--- config.mk ---
export PLATFORM = sky130hd
export DESIGN_NAME = page_perm_eval
export DESIGN_NICKNAME = d
export VERILOG_FILES = /design/src/rtl/page_perm_pkg.sv /design/src/rtl/page_perm_ctrl.sv /design/src/rtl/page_perm_dp.sv /design/src/rtl/page_perm_eval.sv
export SDC_FILE = /design/constraint.sdc
export NUM_CORES = 1
export LEC_CHECK = 0
export BUFFER_PORTS_ARGS = -buffer_cell sky130_fd_sc_hd__buf_2
export CAP_MARGIN = 40
export CELL_PAD_IN_SITES_DETAIL_PLACEMENT = 1
export CELL_PAD_IN_SITES_GLOBAL_PLACEMENT = 1
export CORE_UTILIZATION = 23
export DETAILED_ROUTE_END_ITERATION = 8
export PLACE_DENSITY = 0.81
export SLEW_MARGIN = 20
export SYNTH_ARGS = -nofsm -noshare
export SYNTH_HDL_FRONTEND = slang
export SYNTH_SLANG_ARGS = --single-unit
--- constraint.sdc ---
create_clock -name clk -period 0.8 [get_ports clk]
set_clock_uncertainty 0.1 [all_clocks]
set_input_delay 0.04 -clock clk [delete_from_list [all_inputs] [get_ports clk]]
set_output_delay 0.04 -clock clk [all_outputs]
set_load 0.02 [all_outputs]
--- src/rtl/page_perm_pkg.sv ---
package page_perm_pkg;
  typedef enum logic [1:0] {
    ACC_FETCH = 2'd0,
    ACC_LOAD  = 2'd1,
    ACC_STORE = 2'd2,
    ACC_RSVD  = 2'd3
  } acc_e;

  // rights vector order: {read, write, execute}
  localparam int RIGHT_R = 2;
  localparam int RIGHT_W = 1;
  localparam int RIGHT_X = 0;

  typedef struct packed {
    logic capture;  // load a new result
    logic idle;     // clear event outputs
  } ctrl_t;
endpackage

--- src/rtl/page_perm_ctrl.sv ---
module page_perm_ctrl
  import page_perm_pkg::*;
(
  input  logic  clk,
  input  logic  rstN,
  input  logic  inValid,
  output ctrl_t ctrl,
  output logic  outValid
);
  always_comb begin
    ctrl.capture = inValid;
    ctrl.idle    = ~inValid;
  end

  always_ff @(posedge clk or negedge rstN) begin
    if (!rstN) outValid <= 1'b0;
    else       outValid <= inValid;
  end
endmodule

--- src/rtl/page_perm_dp.sv ---
module page_perm_dp
  import page_perm_pkg::*;
#(
  parameter int KEY_BITS = 5
) (
  input  logic                clk,
  input  logic                rstN,
  input  ctrl_t               ctrl,
  input  logic [1:0]          accType,
  input  logic                isUser,
  input  logic                keyUser,
  input  logic                keySuper,
  input  logic                ppHi,
  input  logic [1:0]          ppLo,
  input  logic                noExec,
  input  logic                guarded,
  input  logic [KEY_BITS-1:0] classKey,
  input  logic [2*(2**KEY_BITS)-1:0] dataMask,
  input  logic [2*(2**KEY_BITS)-1:0] fetchMask,
  input  logic                keyProtEn,
  input  logic                newMmu,
  input  logic                refBit,
  input  logic                chgBit,
  output logic                permR,
  output logic                permW,
  output logic                permX,
  output logic                fault,
  output logic                causeGuard,
  output logic                causeProt,
  output logic                causeMask,
  output logic                causeStore,
  output logic                setRef,
  output logic                setChg
);
  localparam int NUM_KEYS = 2**KEY_BITS;
  localparam int MASK_W   = 2*NUM_KEYS;
  localparam int IDX_W    = $clog2(MASK_W);

  logic             effKey;
  logic [2:0]       ppCode;
  logic [2:0]       tablePerm, guardPerm, maskPerm, allowed, needed, retPerm;
  logic [IDX_W-1:0] fieldLo;
  logic [1:0]       dataField;
  logic             fetchBit, isFetch, isStore, deny;
  logic             nGuard, nProt, nMask, nRef, nChg;

  always_comb begin
    effKey = isUser ? keyUser : keySuper;
    ppCode = {ppHi, ppLo};
    tablePerm = 3'b000;
    if (!effKey) begin
      unique case (ppCode)
        3'd0, 3'd1, 3'd2: tablePerm = 3'b111;
        3'd3, 3'd6:       tablePerm = 3'b101;
        default:          tablePerm = 3'b000;
      endcase
    end else begin
      unique case (ppCode)
        3'd2:       tablePerm = 3'b111;
        3'd1, 3'd3: tablePerm = 3'b101;
        default:    tablePerm = 3'b000;
      endcase
    end

    guardPerm = {2'b11, ~(noExec | guarded)};

    // reversed key order: key k owns pair at 2*(NUM_KEYS-1-k)
    fieldLo   = {~classKey, 1'b0};
    dataField = dataMask[fieldLo +: 2];
    fetchBit  = fetchMask[fieldLo];
    maskPerm  = 3'b111;
    if (keyProtEn) begin
      maskPerm[RIGHT_W] = ~dataField[1];
      maskPerm[RIGHT_R] = ~dataField[0];
      if (newMmu) maskPerm[RIGHT_X] = ~fetchBit;
    end

    allowed = tablePerm & guardPerm & maskPerm;
    isFetch = (accType == ACC_FETCH);
    isStore = (accType == ACC_STORE);
    unique case (accType)
      ACC_FETCH: needed = 3'b001;
      ACC_STORE: needed = 3'b010;
      default:   needed = 3'b100;
    endcase
    deny = |(needed & ~allowed);

    nGuard = 1'b0;
    nProt  = 1'b0;
    nMask  = 1'b0;
    if (deny) begin
      if (isFetch) begin
        nGuard = ~guardPerm[RIGHT_X];
        nProt  = guardPerm[RIGHT_X] & ~tablePerm[RIGHT_X];
        nMask  = ~maskPerm[RIGHT_X];
      end else begin
        nProt = |(needed & ~tablePerm);
        nMask = |(needed & ~maskPerm);
      end
    end

    nRef    = ~deny & ~refBit;
    nChg    = ~deny & ~chgBit & isStore;
    retPerm = allowed;
    if (!deny && !chgBit && !isStore) retPerm[RIGHT_W] = 1'b0;
  end

  always_ff @(posedge clk or negedge rstN) begin
    if (!rstN) begin
      {permR, permW, permX} <= 3'b000;
      {fault, causeGuard, causeProt, causeMask, causeStore} <= 5'b0;
      {setRef, setChg} <= 2'b00;
    end else if (ctrl.capture) begin
      {permR, permW, permX} <= retPerm;
      fault      <= deny;
      causeGuard <= nGuard;
      causeProt  <= nProt;
      causeMask  <= nMask;
      causeStore <= deny & isStore;
      setRef     <= nRef;
      setChg     <= nChg;
    end else if (ctrl.idle) begin
      {fault, causeGuard, causeProt, causeMask, causeStore} <= 5'b0;
      {setRef, setChg} <= 2'b00;
    end
  end
endmodule

--- src/rtl/page_perm_eval.sv ---
module page_perm_eval
  import page_perm_pkg::*;
#(
  parameter int KEY_BITS = 5
) (
  input  logic                clk,
  input  logic                rstN,
  input  logic                inValid,
  input  logic [1:0]          accType,
  input  logic                isUser,
  input  logic                keyUser,
  input  logic                keySuper,
  input  logic                ppHi,
  input  logic [1:0]          ppLo,
  input  logic                noExec,
  input  logic                guarded,
  input  logic [KEY_BITS-1:0] classKey,
  input  logic [2*(2**KEY_BITS)-1:0] dataMask,
  input  logic [2*(2**KEY_BITS)-1:0] fetchMask,
  input  logic                keyProtEn,
  input  logic                newMmu,
  input  logic                refBit,
  input  logic                chgBit,
  output logic                outValid,
  output logic                permR,
  output logic                permW,
  output logic                permX,
  output logic                fault,
  output logic                causeGuard,
  output logic                causeProt,
  output logic                causeMask,
  output logic                causeStore,
  output logic                setRef,
  output logic                setChg
);
  ctrl_t ctrl;

  page_perm_ctrl u_ctrl (
    .clk(clk), .rstN(rstN), .inValid(inValid), .ctrl(ctrl), .outValid(outValid)
  );

  page_perm_dp #(.KEY_BITS(KEY_BITS)) u_dp (
    .clk(clk), .rstN(rstN), .ctrl(ctrl), .accType(accType), .isUser(isUser),
    .keyUser(keyUser), .keySuper(keySuper), .ppHi(ppHi), .ppLo(ppLo),
    .noExec(noExec), .guarded(guarded), .classKey(classKey),
    .dataMask(dataMask), .fetchMask(fetchMask), .keyProtEn(keyProtEn),
    .newMmu(newMmu), .refBit(refBit), .chgBit(chgBit),
    .permR(permR), .permW(permW), .permX(permX), .fault(fault),
    .causeGuard(causeGuard), .causeProt(causeProt), .causeMask(causeMask),
    .causeStore(causeStore), .setRef(setRef), .setChg(setChg)
  );
endmodule

# == Word-level counts from Yosys, hierarchy flattened ==
# Cells that the tools add are included.
# totals
inputBits,150
output_inout_bits,11
elab_cells,78
reg_bits,11
# op_classes
n_bitwise,24
muxes,23
n_reduce_logical,13
n_shift,1
n_lt_le_gt_ge,1
n_eq_ne,5
# ops
cell,count
64-bit by 7-bit variable part select with 2-bit output,1
3-bit case mux with 2 select lines,3
1-bit 2-to-1 mux,17
3-bit AND,5
3-bit OR reduction,4
1-bit inverter,9
3-bit inverter,3
6-bit by 7-bit less-than comparator with 1-bit output (second input constant),1
3-bit by 2-bit equality test with 1-bit output (second input constant),2
3-bit 2-to-1 mux,2
1-bit AND,5
1-bit binary-select mux with 5-bit select,1
5-bit inverter,1
2-bit OR reduction,2
3-bit by 1-bit equality test with 1-bit output (second input constant),1
3-bit equality test (second input constant),1
1-bit logical NOT,3
3-bit logical NOT,1
2-bit equality test (second input constant),1
1-bit logical AND,2
2-bit logical NOT,1
1-bit OR,1

# == Logic depth before layout (Yosys ltp) ==
# Gate-level depths: netlist (run 1).
# logic_depth
depth_word,14
mapped_depth,9
mapped_depth_nobuf,6

# == By module ==
# Synthesis (run 1) repeated with hierarchy kept, for this count alone.
# hier_totals
hier_cells,135
area_unflattened_um2,1508.9
# by_module_without_submodules
mod,instances,seq_area_each_um2,area_per_inst_um2,cells_per_inst
page_perm_dp,1,250.2,1472.7,132
page_perm_ctrl,1,25.0,36.3,3

# == Least setup slack after synthesis (run 1) ==
# Ideal clock, no wire load.
# synth_path
path_type,input to register
startpoint,input port classKey[0]
endpoint,register u_dp.fault
setup_slack_ns,-1.236
n_path_buf,1
setup_ns,0.119
cell_stages,7
arrival_time_ns,1.818
t_required_ns,0.581
path_cell_list,buf_6 > mux4_1 > mux2_2 > a221o_1 > a41oi_2 > a221oi_2 > o21a_1
# synth_between
elab_chain_cells,11
# synth_rtl
item,line_no,rtl
from (decl),page_perm_eval.sv:17,"input logic [KEY_BITS-1:0] classKey,"
5-bit inverter *,page_perm_dp.sv:68,"fieldLo = {~classKey, 1'b0};"
1-bit binary-select mux with 5-bit select,page_perm_dp.sv:70,fetchBit = fetchMask[fieldLo];
1-bit 2-to-1 mux (not written as such),page_perm_dp.sv:70,
1-bit inverter,page_perm_dp.sv:75,if (newMmu) maskPerm[RIGHT_X] = ~fetchBit;
1-bit 2-to-1 mux,page_perm_dp.sv:75,
3-bit 2-to-1 mux *,page_perm_dp.sv:72,if (keyProtEn) begin
3-bit AND *,page_perm_dp.sv:78,allowed = tablePerm & guardPerm & maskPerm;
3-bit inverter *,page_perm_dp.sv:86,deny = |(needed & ~allowed);
3-bit AND *,page_perm_dp.sv:86,
3-bit OR reduction *,page_perm_dp.sv:86,
1-bit 2-to-1 mux *,page_perm_dp.sv:113,end else if (ctrl.capture) begin
to (signal assigned),page_perm_dp.sv:115,fault <= deny;
to (decl),page_perm_dp.sv:27,"output logic fault,"
# Every way passes the cells marked *; elsewhere a longest branch is shown, timed or not. The select of a mux whose other input is x is not followed.
# A chain may end at the register's enable or synchronous reset.

# == Final worst setup path (run 1) ==
# layout_path
startpoint,input port classKey[0]
endpoint,register u_dp.setRef
# layout_between
elab_chain_cells,13
# layout_rtl
item,line_no,rtl
5-bit inverter *,page_perm_dp.sv:68,
1-bit binary-select mux with 5-bit select,page_perm_dp.sv:70,
1-bit 2-to-1 mux (not written as such),page_perm_dp.sv:70,
1-bit inverter,page_perm_dp.sv:75,
1-bit 2-to-1 mux,page_perm_dp.sv:75,
3-bit 2-to-1 mux *,page_perm_dp.sv:72,
3-bit AND *,page_perm_dp.sv:78,
3-bit inverter *,page_perm_dp.sv:86,
3-bit AND *,page_perm_dp.sv:86,
3-bit OR reduction *,page_perm_dp.sv:86,
1-bit inverter *,page_perm_dp.sv:102,nRef = ~deny & ~refBit;
1-bit AND *,page_perm_dp.sv:102,
1-bit 2-to-1 mux *,page_perm_dp.sv:113,
to (signal assigned),page_perm_dp.sv:120,setRef <= nRef;
to (decl),page_perm_dp.sv:32,"output logic setRef,"
# Marked as above.

==> run_results.csv, run 1 <==
group,metric,value,unit
finish,drive_gt1_share,73.2,%
finish,nNetsFinal,438,
worst_setup_path,crit_path_max_fanout,3,
logic_synthesis,synth-adder-area-share,0,%
worst_setup_path,end_kind,"register",
place,portBuffers,128,
power_and_ir_drop,switching_share,32.1,%
logic_synthesis,synth_edf_count,0,
logic_synthesis,synthTopCellsByArea,"dfrtp_1 (19%), mux2i_1 (17%), mux4_1 (17%)",
power_and_ir_drop,power.density,948,nW/µm²
worst_setup_path,required,860,ps
detailed_routing,via_count,1771,
worst_setup_path,critical_path_class,"in -> reg",
global_route,grt_pass1_vias,1964,
logic_synthesis,synth_cell_type_count,43,
logic_synthesis,synth_common_cells,"mux2i_1 (24), dfrtp_1 (11), mux4_1 (9)",
sta,timing.hold.ws,-140,ps
sta,tightest_slew,339,ps
power_and_ir_drop,p_total,2490,µW
job,maxCapViolations,0,
finish,area_growth,84.1,%
worst_setup_path,path_cells,"buf_8 > mux4_2 > mux2_4 > a221o_1 > a41oi_2 > a221oi_4 > nor4_2",
worst_hold_path,worstHoldPathType,"in -> reg",
sta,max_freq,0.556,GHz
clocking,cts_sinks,11,
clocking,insertion_delay,250,ps
power_and_ir_drop,leakagePower,0.00131,µW
logic_synthesis,synth_async_sr_flop_share,100,%
detailed_routing,wl_per_cell,15.7,µm
clocking,root_buffer,"clkbuf_8",
logic_synthesis,synth-simple-area-share,11.6,%
logic_synthesis,synth.area.mux_share,47.5,%
logic_synthesis,synth_warnings,0,
sta,fin_crit_sh,225,%
power_and_ir_drop,combPwrFrac,52.0,%
clocking,hold_buffers,2,
sta,hold_viol,2,
global_route,grt_pass1_wl,9090,µm
logic_synthesis,synth_top_family_by_area,"multiplexers",
floorplan,die-width,80.8,µm
clocking,cts_buffers,3,
place,dp_cells,352,
logic_synthesis,synth_xor_area_share,0,%
finish,final_cell_count_no_fill,362,
logic_synthesis,synth_top_area_share,19.3,%
sta,min_period,1800,ps
clocking,htree_levels,1,
worst_setup_path,start_kind,"input port",
detailed_routing,viasPerCell,4.89,
logic_synthesis,ys_seq_area_share,19.3,%
worst_setup_path,max_stage_delay,490,ps
logic_synthesis,mappedNetlistArea,1430,µm²
power_and_ir_drop,power.internal,1690,µW
global_route,grt_max_degree,18,
global_route,antenna_found_initial,0,
logic_synthesis,synth_compound_area_share,16.4,%
floorplan,num_io_pins,161,
worst_setup_path,critPathTopFamily,"multiplexers",
logic_synthesis,syn_avg_cell_area,11.0,µm²
floorplan,core_area,5960,µm²
power_and_ir_drop,power_frac_seq,24.6,%
detailed_routing,antenna_left,0,
logic_synthesis,syn_nets,280,
run_status,outcome,"finished, violations left",
sta,tns,-8480,ps
global_route,overflow,0,
floorplan,die-height,80.8,µm
logic_synthesis,synthFlopType,"dfrtp_1",
power_and_ir_drop,p_switching,801,µW
sta,worst_slack,-998,ps
clocking,cts_buffer_depth,2,
worst_setup_path,path_buf_inv,1,
sta,rsz0062_at_grt,"true",
global_route,track_usage,18.4,%
logic_synthesis,synth_top_area_cell,"dfrtp_1",
logic_synthesis,synth.most_common_cell,"mux2i_1",
power_and_ir_drop,p_clk_share,23.4,%
worst_setup_path,slowest_stage,"mux4_2",
floorplan,die_area,6530,µm²
detailed_routing,first_iter_violations,34,
worst_setup_path,cp.arrival,1860,ps
clocking,cts_tree,"built",
place,gp_congestion,0.765,
sta,max_slew_margin,77.4,%
clocking,clkTransAtPathRegs,50,ps
detailed_routing,routed_wl,5690,µm
logic_synthesis,ys_ff_latch,11,
power_and_ir_drop,ir_drop,0.685,mV
floorplan,start_util,24.0,%
floorplan,row_count,28,
detailed_routing,dr.pass1.iters,3,
sta,slew_violations,0,
sta,setup_violations,20,
logic_synthesis,syn_inst,130,
finish,antenna_cells,0,
place,hpwl,4910,µm
finish,fillCellCount,723,
run_status,violations,"negative hold slack, negative setup slack",
detailed_routing,drc,0,
==> kinds of logic after synthesis <==
| group | count (synthesis) |
|---|---|
| muxes | 44 |
| DFF | 11 |
| buffers and inverters | 15 |
| and+or+nand+nor | 29 |
| AOI/OAI and AO/OA | 31 |
==> worst register-to-register path, delay by kind of cell (launching register included) <==
kind / cells / cell delay, ps
DFF: 1 / 390
buffers and inverters: 2 / 200
AOI/OAI and AO/OA: 1 / 70
==> metal layers <==
layer	vias up	GRT usage [%]	share of wire, %
li1	840	-	-
met1	840	19.7	37
met2	78	36.3	56
met3	13	2.36	5.1
met4	0	6.25	2.4
met5	-	0	0
==> cell type report <==
cell class | instances | area, µm² | share of cell area, %
well taps | 75 | 93.8 | 3.57
clock inverters | 1 | 5.00 | 0.190
inverters | 7 | 26.3 | 0.999
clock buffers | 3 | 41.3 | 1.57
flip-flops and latches | 11 | 275 | 10.5
multi-input cells | 104 | 1180 | 44.9
repair buffers | 161 | 1010 | 38.3
==> metrics by stage <==
step / area [µm²] / util, % / setup WS, ps
global placement: 2360 / 39.7 / -1260
floorplan: 1480 / - / -1110
finish: 2630 / 44.2 / -998
global route: 2630 / 44.2 / -1050
detailed placement: 2360 / 39.7 / -1310
CTS: 2620 / 43.9 / -1040
==> flip-flops by register name (all words and copies together) (netlist names) <==
register and flops:
u_dp.causeMask 1, u_dp.setRef 1, u_dp.causeGuard 1, u_dp.permW 1
u_dp.permR 1, u_dp.permX 1, u_dp.fault 1, u_dp.setChg 1
u_ctrl.outValid 1, u_dp.causeStore 1, u_dp.causeProt 1
==> path summary, 6_finish.rpt <==
path                             start               to  slack (ps)  depth (start not counted)
min                             refBit      u_dp.setRef        -140                          2
min reg2reg                 u_dp.permR       u_dp.permR         510                          3
min in group asynchronous         rstN  u_dp.causeStore          90                          2
max in group asynchronous         rstN  u_ctrl.outValid         300                          2
max reg2reg                 u_dp.permX       u_dp.permX         -80                          3
max                        classKey[0]      u_dp.setRef       -1000                          7
==> power by group through the flow <==
stage / combinational (µW) / sequential (µW) / clock, µW
floorplan: 526 / 661 / 0
global placement: 1080 / 614 / 0
detailed placement: 1120 / 617 / 0
CTS: 1290 / 615 / 600
global route: 1410 / 618 / 619
finish: 1300 / 614 / 582
==> what timing repair did <==
action                                 CTS  global route
endpoints found under the hold margin   14             2
pin swaps                               13            10
gates resized for setup                 55             6
buffers inserted                         4             1
setup endpoints to repair               20            20
==> cells in the final DEF, fill, tap and decap left out, types with 3 or more instances in the layout <==
cell type  synthesis  routed
mux2i_1           24      23
nor2_1             5       3
inv_1              6       6
buf_6              1      14
mux4_2             7      16
nand2_1            8       7
buf_2              3     114
mux2_4             0       4
a22oi_2            0       3
clkbuf_8           0       3
dfrtp_1           11      11
buf_4              2      28
a22oi_1            7       4
a21oi_2            0       3
(Power assumes the default switching activity.)
==> inputs of run 2 (changes only) <==
--- a/config.mk
+++ b/config.mk
@@ -9,9 +9,10 @@
 export CAP_MARGIN = 40
 export CELL_PAD_IN_SITES_DETAIL_PLACEMENT = 1
 export CELL_PAD_IN_SITES_GLOBAL_PLACEMENT = 1
+export CORE_ASPECT_RATIO = 1.75
 export CORE_UTILIZATION = 23
 export DETAILED_ROUTE_END_ITERATION = 8
-export PLACE_DENSITY = 0.81
+export PLACE_DENSITY_LB_ADDON = 0.1
 export SLEW_MARGIN = 20
 export SYNTH_ARGS = -nofsm -noshare
 export SYNTH_HDL_FRONTEND = slang
==> run_results.csv, run 2 (synthesized netlist as in run 1, its figures left out) <==
group,metric,value,unit
sta,timing.hold.ws,-133,ps
sta,tightest_slew,315,ps
floorplan,die-height,106,µm
sta,max_freq,0.576,GHz
worst_setup_path,max_stage_delay,490,ps
sta,fin_crit_sh,217,%
clocking,cts_buffer_depth,2,
global_route,grt_pass1_wl,9310,µm
sta,hold_viol,2,
place,gp_congestion,0.741,
floorplan,die-width,61.6,µm
finish,drive_gt1_share,71.3,%
floorplan,core_area,5930,µm²
detailed_routing,via_count,1777,
detailed_routing,drc,0,
detailed_routing,wl_per_cell,16.1,µm
finish,mostFrequentLayoutCell,"buf_2",
run_status,outcome,"finished, violations left",
power_and_ir_drop,power.density,935,nW/µm²
power_and_ir_drop,leakagePower,0.00136,µW
run_status,violations,"negative hold slack, negative setup slack",
power_and_ir_drop,ir_drop,0.364,mV
worst_setup_path,path_buf_inv,1,
sta,worst_slack,-937,ps
finish,layout_common_cells,"buf_2 (114), mux2i_1 (23), buf_4 (23)",
clocking,cts_sinks,11,
detailed_routing,first_iter_violations,23,
detailed_routing,routed_wl,5880,µm
worst_setup_path,crit_path_max_fanout,4,
sta,rsz0062_at_grt,"true",
sta,max_slew_margin,79.0,%
finish,fin_util,45.8,%
floorplan,start_util,24.1,%
worst_setup_path,slowest_stage,"mux4_2",
worst_setup_path,cp.arrival,1780,ps
worst_setup_path,start_kind,"input port",
clocking,root_buffer,"clkbuf_8",
clocking,htree_levels,1,
clocking,clkTransAtPathRegs,50,ps
worst_hold_path,worstHoldPathType,"in -> reg",
global_route,grt_pass1_vias,1996,
detailed_routing,antenna_left,0,
clocking,hold_buffers,2,
sta,slew_violations,0,
floorplan,num_io_pins,161,
place,portBuffers,128,
global_route,overflow,0,
sta,setup_violations,20,
job,maxCapViolations,0,
worst_setup_path,required,840,ps
sta,min_period,1740,ps
place,hpwl,4780,µm
worst_setup_path,critPathTopFamily,"compound AO/OA/AOI/OAI gates",
finish,area_growth,90.1,%
worst_setup_path,critical_path_class,"in -> reg",
finish,antenna_cells,0,
clocking,insertion_delay,250,ps
global_route,track_usage,19.2,%
clocking,cts_buffers,3,
floorplan,row_count,37,
finish,nNetsFinal,437,
detailed_routing,viasPerCell,4.88,
floorplan,die_area,6540,µm²
global_route,grt_max_degree,18,
worst_setup_path,end_kind,"register",
clocking,cts_tree,"built",
worst_setup_path,path_cells,"buf_12 > mux4_2 > mux2_4 > a221o_1 > a41oi_2 > a221oi_2 > o21a_1",
detailed_routing,dr.pass1.iters,3,
global_route,antenna_found_initial,0,
run 2: cell count changes in the layout (fill, tap and decap cells not counted), sizes merged:
cell    change
buf         -2
clkinv      -1
clkbuf      +2
run 2: timing repair:
action | 4_1_cts | 5_1_grt
buffers inserted | 3 | 4
resized for setup | 51 | 14
hold endpoints to repair | 14 | 2
pin swaps | 10 | 8
setup endpoints to repair | 20 | 20
gates cloned | 2 | 1
run 2: power by group:
part           leakage, µW  switching [µW]  internal (µW)
registers         0.000145            20.1            593
clock network    0.0000228             225            351
logic              0.00119             553            798
run 2: area by class of cell:
class	instances	area (µm²)
Inverter	7	26.3
Multi-Input combinational cell	104	1190
Clock buffer	4	45.0
Tap cell	78	97.6
Timing Repair Buffer	160	1080
Sequential cell	11	275
Fill cell	764	3210
run 2: path summary, 6_finish.rpt:
| path | from | to | slack (ps) | cells after the start |
|---|---|---|---|---|
| setup / recovery | classKey[0] | u_dp.fault | -940 | 7 |
| hold / removal | refBit | u_dp.setRef | -130 | 2 |
| setup reg to reg | u_dp.permW | u_dp.permW | -60 | 3 |
| hold reg to reg | u_dp.permR | u_dp.permR | 490 | 3 |
| max in group asynchronous | rstN | u_dp.causeMask | 310 | 2 |
| min in group asynchronous | rstN | u_dp.causeProt | 80 | 2 |
run 2: metal layers:
metal	wire length, µm	track usage (%)	vias to the layer above
met5	0	0	-
met3	307	1.70	7
met4	104	5.87	0
li1	-	-	842
met1	1830	18.4	846
met2	3640	39.0	82
run 2: metrics by stage:
stage                     std cells  setup slack, ps  power [µW]  instance area (µm²)  TNS, ps
after floorplan                 130            -1110        1190                 1480    -7950
after global placement          349            -1240        1690                 2320   -10140
after detailed placement        349            -1290        1710                 2320   -10460
after CTS                       360            -1000        2480                 2630    -8410
after global routing            364             -994        2710                 2720    -8790
final                           364             -937        2540                 2720    -7980
==> inputs of run 3 (changes only) <==
--- a/config.mk
+++ b/config.mk
@@ -9,7 +9,7 @@
 export CAP_MARGIN = 40
 export CELL_PAD_IN_SITES_DETAIL_PLACEMENT = 1
 export CELL_PAD_IN_SITES_GLOBAL_PLACEMENT = 1
-export CORE_ASPECT_RATIO = 1.75
+export CORE_MARGIN = 4
 export CORE_UTILIZATION = 23
 export DETAILED_ROUTE_END_ITERATION = 8
 export PLACE_DENSITY_LB_ADDON = 0.1
==> run_results.csv, run 3 (synthesized netlist as in run 1, its figures left out) <==
group,metric,value,unit
sta,slew_violations,0,
worst_setup_path,reg2reg_from,"u_dp.permR",
clocking,clkTransAtPathRegs,50,ps
sta,setup_violations,20,
worst_setup_path,path_cells,"buf_12 > mux4_2 > mux2_4 > a221o_1 > a41oi_4 > a221oi_4 > nor4_2",
finish,final_cell_count_no_fill,366,
clocking,cts_sinks,11,
clocking,root_buffer,"clkbuf_8",
place,portBuffers,128,
detailed_routing,drc,0,
global_route,overflow,0,
worst_setup_path,r2r_cells,3,
clocking,hold_buffers,2,
finish,layout_common_cells,"buf_2 (115), buf_4 (27), mux2i_1 (24)",
worst_setup_path,worst_r2r_endpoint,"u_dp.permR",
clocking,cts_tree,"built",
global_route,grt_pass1_vias,2031,
worst_setup_path,path_buf_inv,1,
worst_setup_path,max_stage_delay,490,ps
clocking,htree_levels,1,
place,dp_cells,348,
sta,worst_slack,-1010,ps
sta,hold_viol,2,
place,gp_congestion,0.748,
worst_setup_path,crit_path_max_fanout,5,
place,dp_slack,-1320,ps
detailed_routing,antenna_left,0,
sta,min_period,1810,ps
global_route,grt_max_degree,15,
worst_setup_path,ff2ff_setup_slack,-70,ps
worst_setup_path,critPathTopFamily,"multiplexers",
finish,nNetsFinal,441,
sta,fin_crit_sh,227,%
detailed_routing,via_count,1755,
detailed_routing,first_iter_violations,12,
job,maxCapViolations,0,
worst_setup_path,slowest_stage,"mux4_2",
detailed_routing,wl_per_cell,16.5,µm
worst_setup_path,cp.arrival,1870,ps
run_status,violations,"negative hold slack, negative setup slack",
floorplan,num_io_pins,161,
power_and_ir_drop,power.density,936,nW/µm²
power_and_ir_drop,p_total,2530,µW
clocking,cts_buffers,3,
worst_setup_path,required,850,ps
place,hpwl,5070,µm
worst_hold_path,worstHoldPathType,"in -> reg",
detailed_routing,dr.pass1.iters,2,
global_route,grt_pass1_wl,9380,µm
detailed_routing,routed_wl,6030,µm
floorplan,die-width,86.8,µm
worst_hold_path,min_to,"u_dp.setRef",
run_status,outcome,"finished, violations left",
sta,tightest_slew,300,ps
finish,drive_gt1_share,74.1,%
global_route,track_usage,15.5,%
sta,timing.hold.ws,-133,ps
clocking,insertion_delay,240,ps
finish,mostFrequentLayoutCell,"buf_2",
finish,area_growth,89.1,%
worst_hold_path,whs_path_depth,2,
floorplan,row_count,28,
worst_hold_path,holdCritStartpoint,"refBit",
global_route,antenna_found_initial,1,
worst_setup_path,critical_path_class,"in -> reg",
floorplan,core_area,5990,µm²
sta,max_freq,0.551,GHz
worst_setup_path,start_kind,"input port",
sta,rsz0062_at_grt,"true",
floorplan,die-height,86.8,µm
power_and_ir_drop,leakagePower,0.00134,µW
floorplan,die_area,7540,µm²
clocking,cts_buffer_depth,2,
sta,max_slew_margin,80.0,%
worst_setup_path,end_kind,"register",
power_and_ir_drop,ir_drop,0.817,mV
floorplan,start_util,23.9,%
detailed_routing,viasPerCell,4.80,
## run 3: timing repair
item,4_1_cts,5_1_grt
endpoints found under the setup margin,20,20
resized for setup,59,18
setup buffers,7,6
pin swaps,15,19
endpoints found under the hold margin,14,1
## run 3: worst max path at each step
stage	from	slack (ps)	cells after the start	endpoint
floorplan	classKey[0]	-1110	7	u_dp.setRef
global placement	classKey[0]	-1280	7	u_dp.setRef
detailed placement	classKey[0]	-1320	7	u_dp.setRef
CTS	classKey[1]	-1050	7	u_dp.setRef
global route	classKey[0]	-1080	7	u_dp.setRef
finish	classKey[0]	-1010	7	u_dp.setRef
## run 3: area by class of cell
| type | count | area (µm²) |
|---|---|---|
| clock inverters | 1 | 5.00 |
| fillers | 722 | 3290 |
| diodes | 1 | 2.50 |
| multi-input cells | 104 | 1200 |
| flip-flops and latches | 11 | 275 |
| repair buffers | 164 | 1050 |
| clock buffers | 3 | 41.3 |
| inverters | 7 | 26.3 |
| well taps | 75 | 93.8 |
## run 3: metrics by stage
step	TNS, ps	hold slack [ps]	utilization (%)	cell area, µm²
final	-8570	-133	45.1	2700
after global routing	-9340	-129	45.1	2700
after CTS	-8460	-133	43.5	2610
after detailed placement	-10390	-171	38.7	2320
after global placement	-10110	-174	38.7	2320
after floorplan	-7950	-356	-	1480
## run 3: worst reg2reg max path: stages, from the launching register on
cell	delay, ps
dfrtp_1	390
buf_4	140
nand2_1	70
o21ai_2	50
## run 3: where the power goes
| group | internal (µW) | total (µW) | leakage (µW) | switching (µW) |
|---|---|---|---|---|
| combinational | 790 | 1350 | 0.00117 | 562 |
| sequential | 593 | 613 | 0.000145 | 20.6 |
| clock | 343 | 561 | 0.0000255 | 219 |
| total | 1730 | 2530 | 0.00134 | 801 |
## run 3: metal layers
layer	up-vias	part of all wire [%]	track usage, %
met5	-	0	0
met1	831	37	17.3
met2	75	55	29.9
li1	843	-	-
met3	6	7.0	2.47
met4	0	1.2	3.97
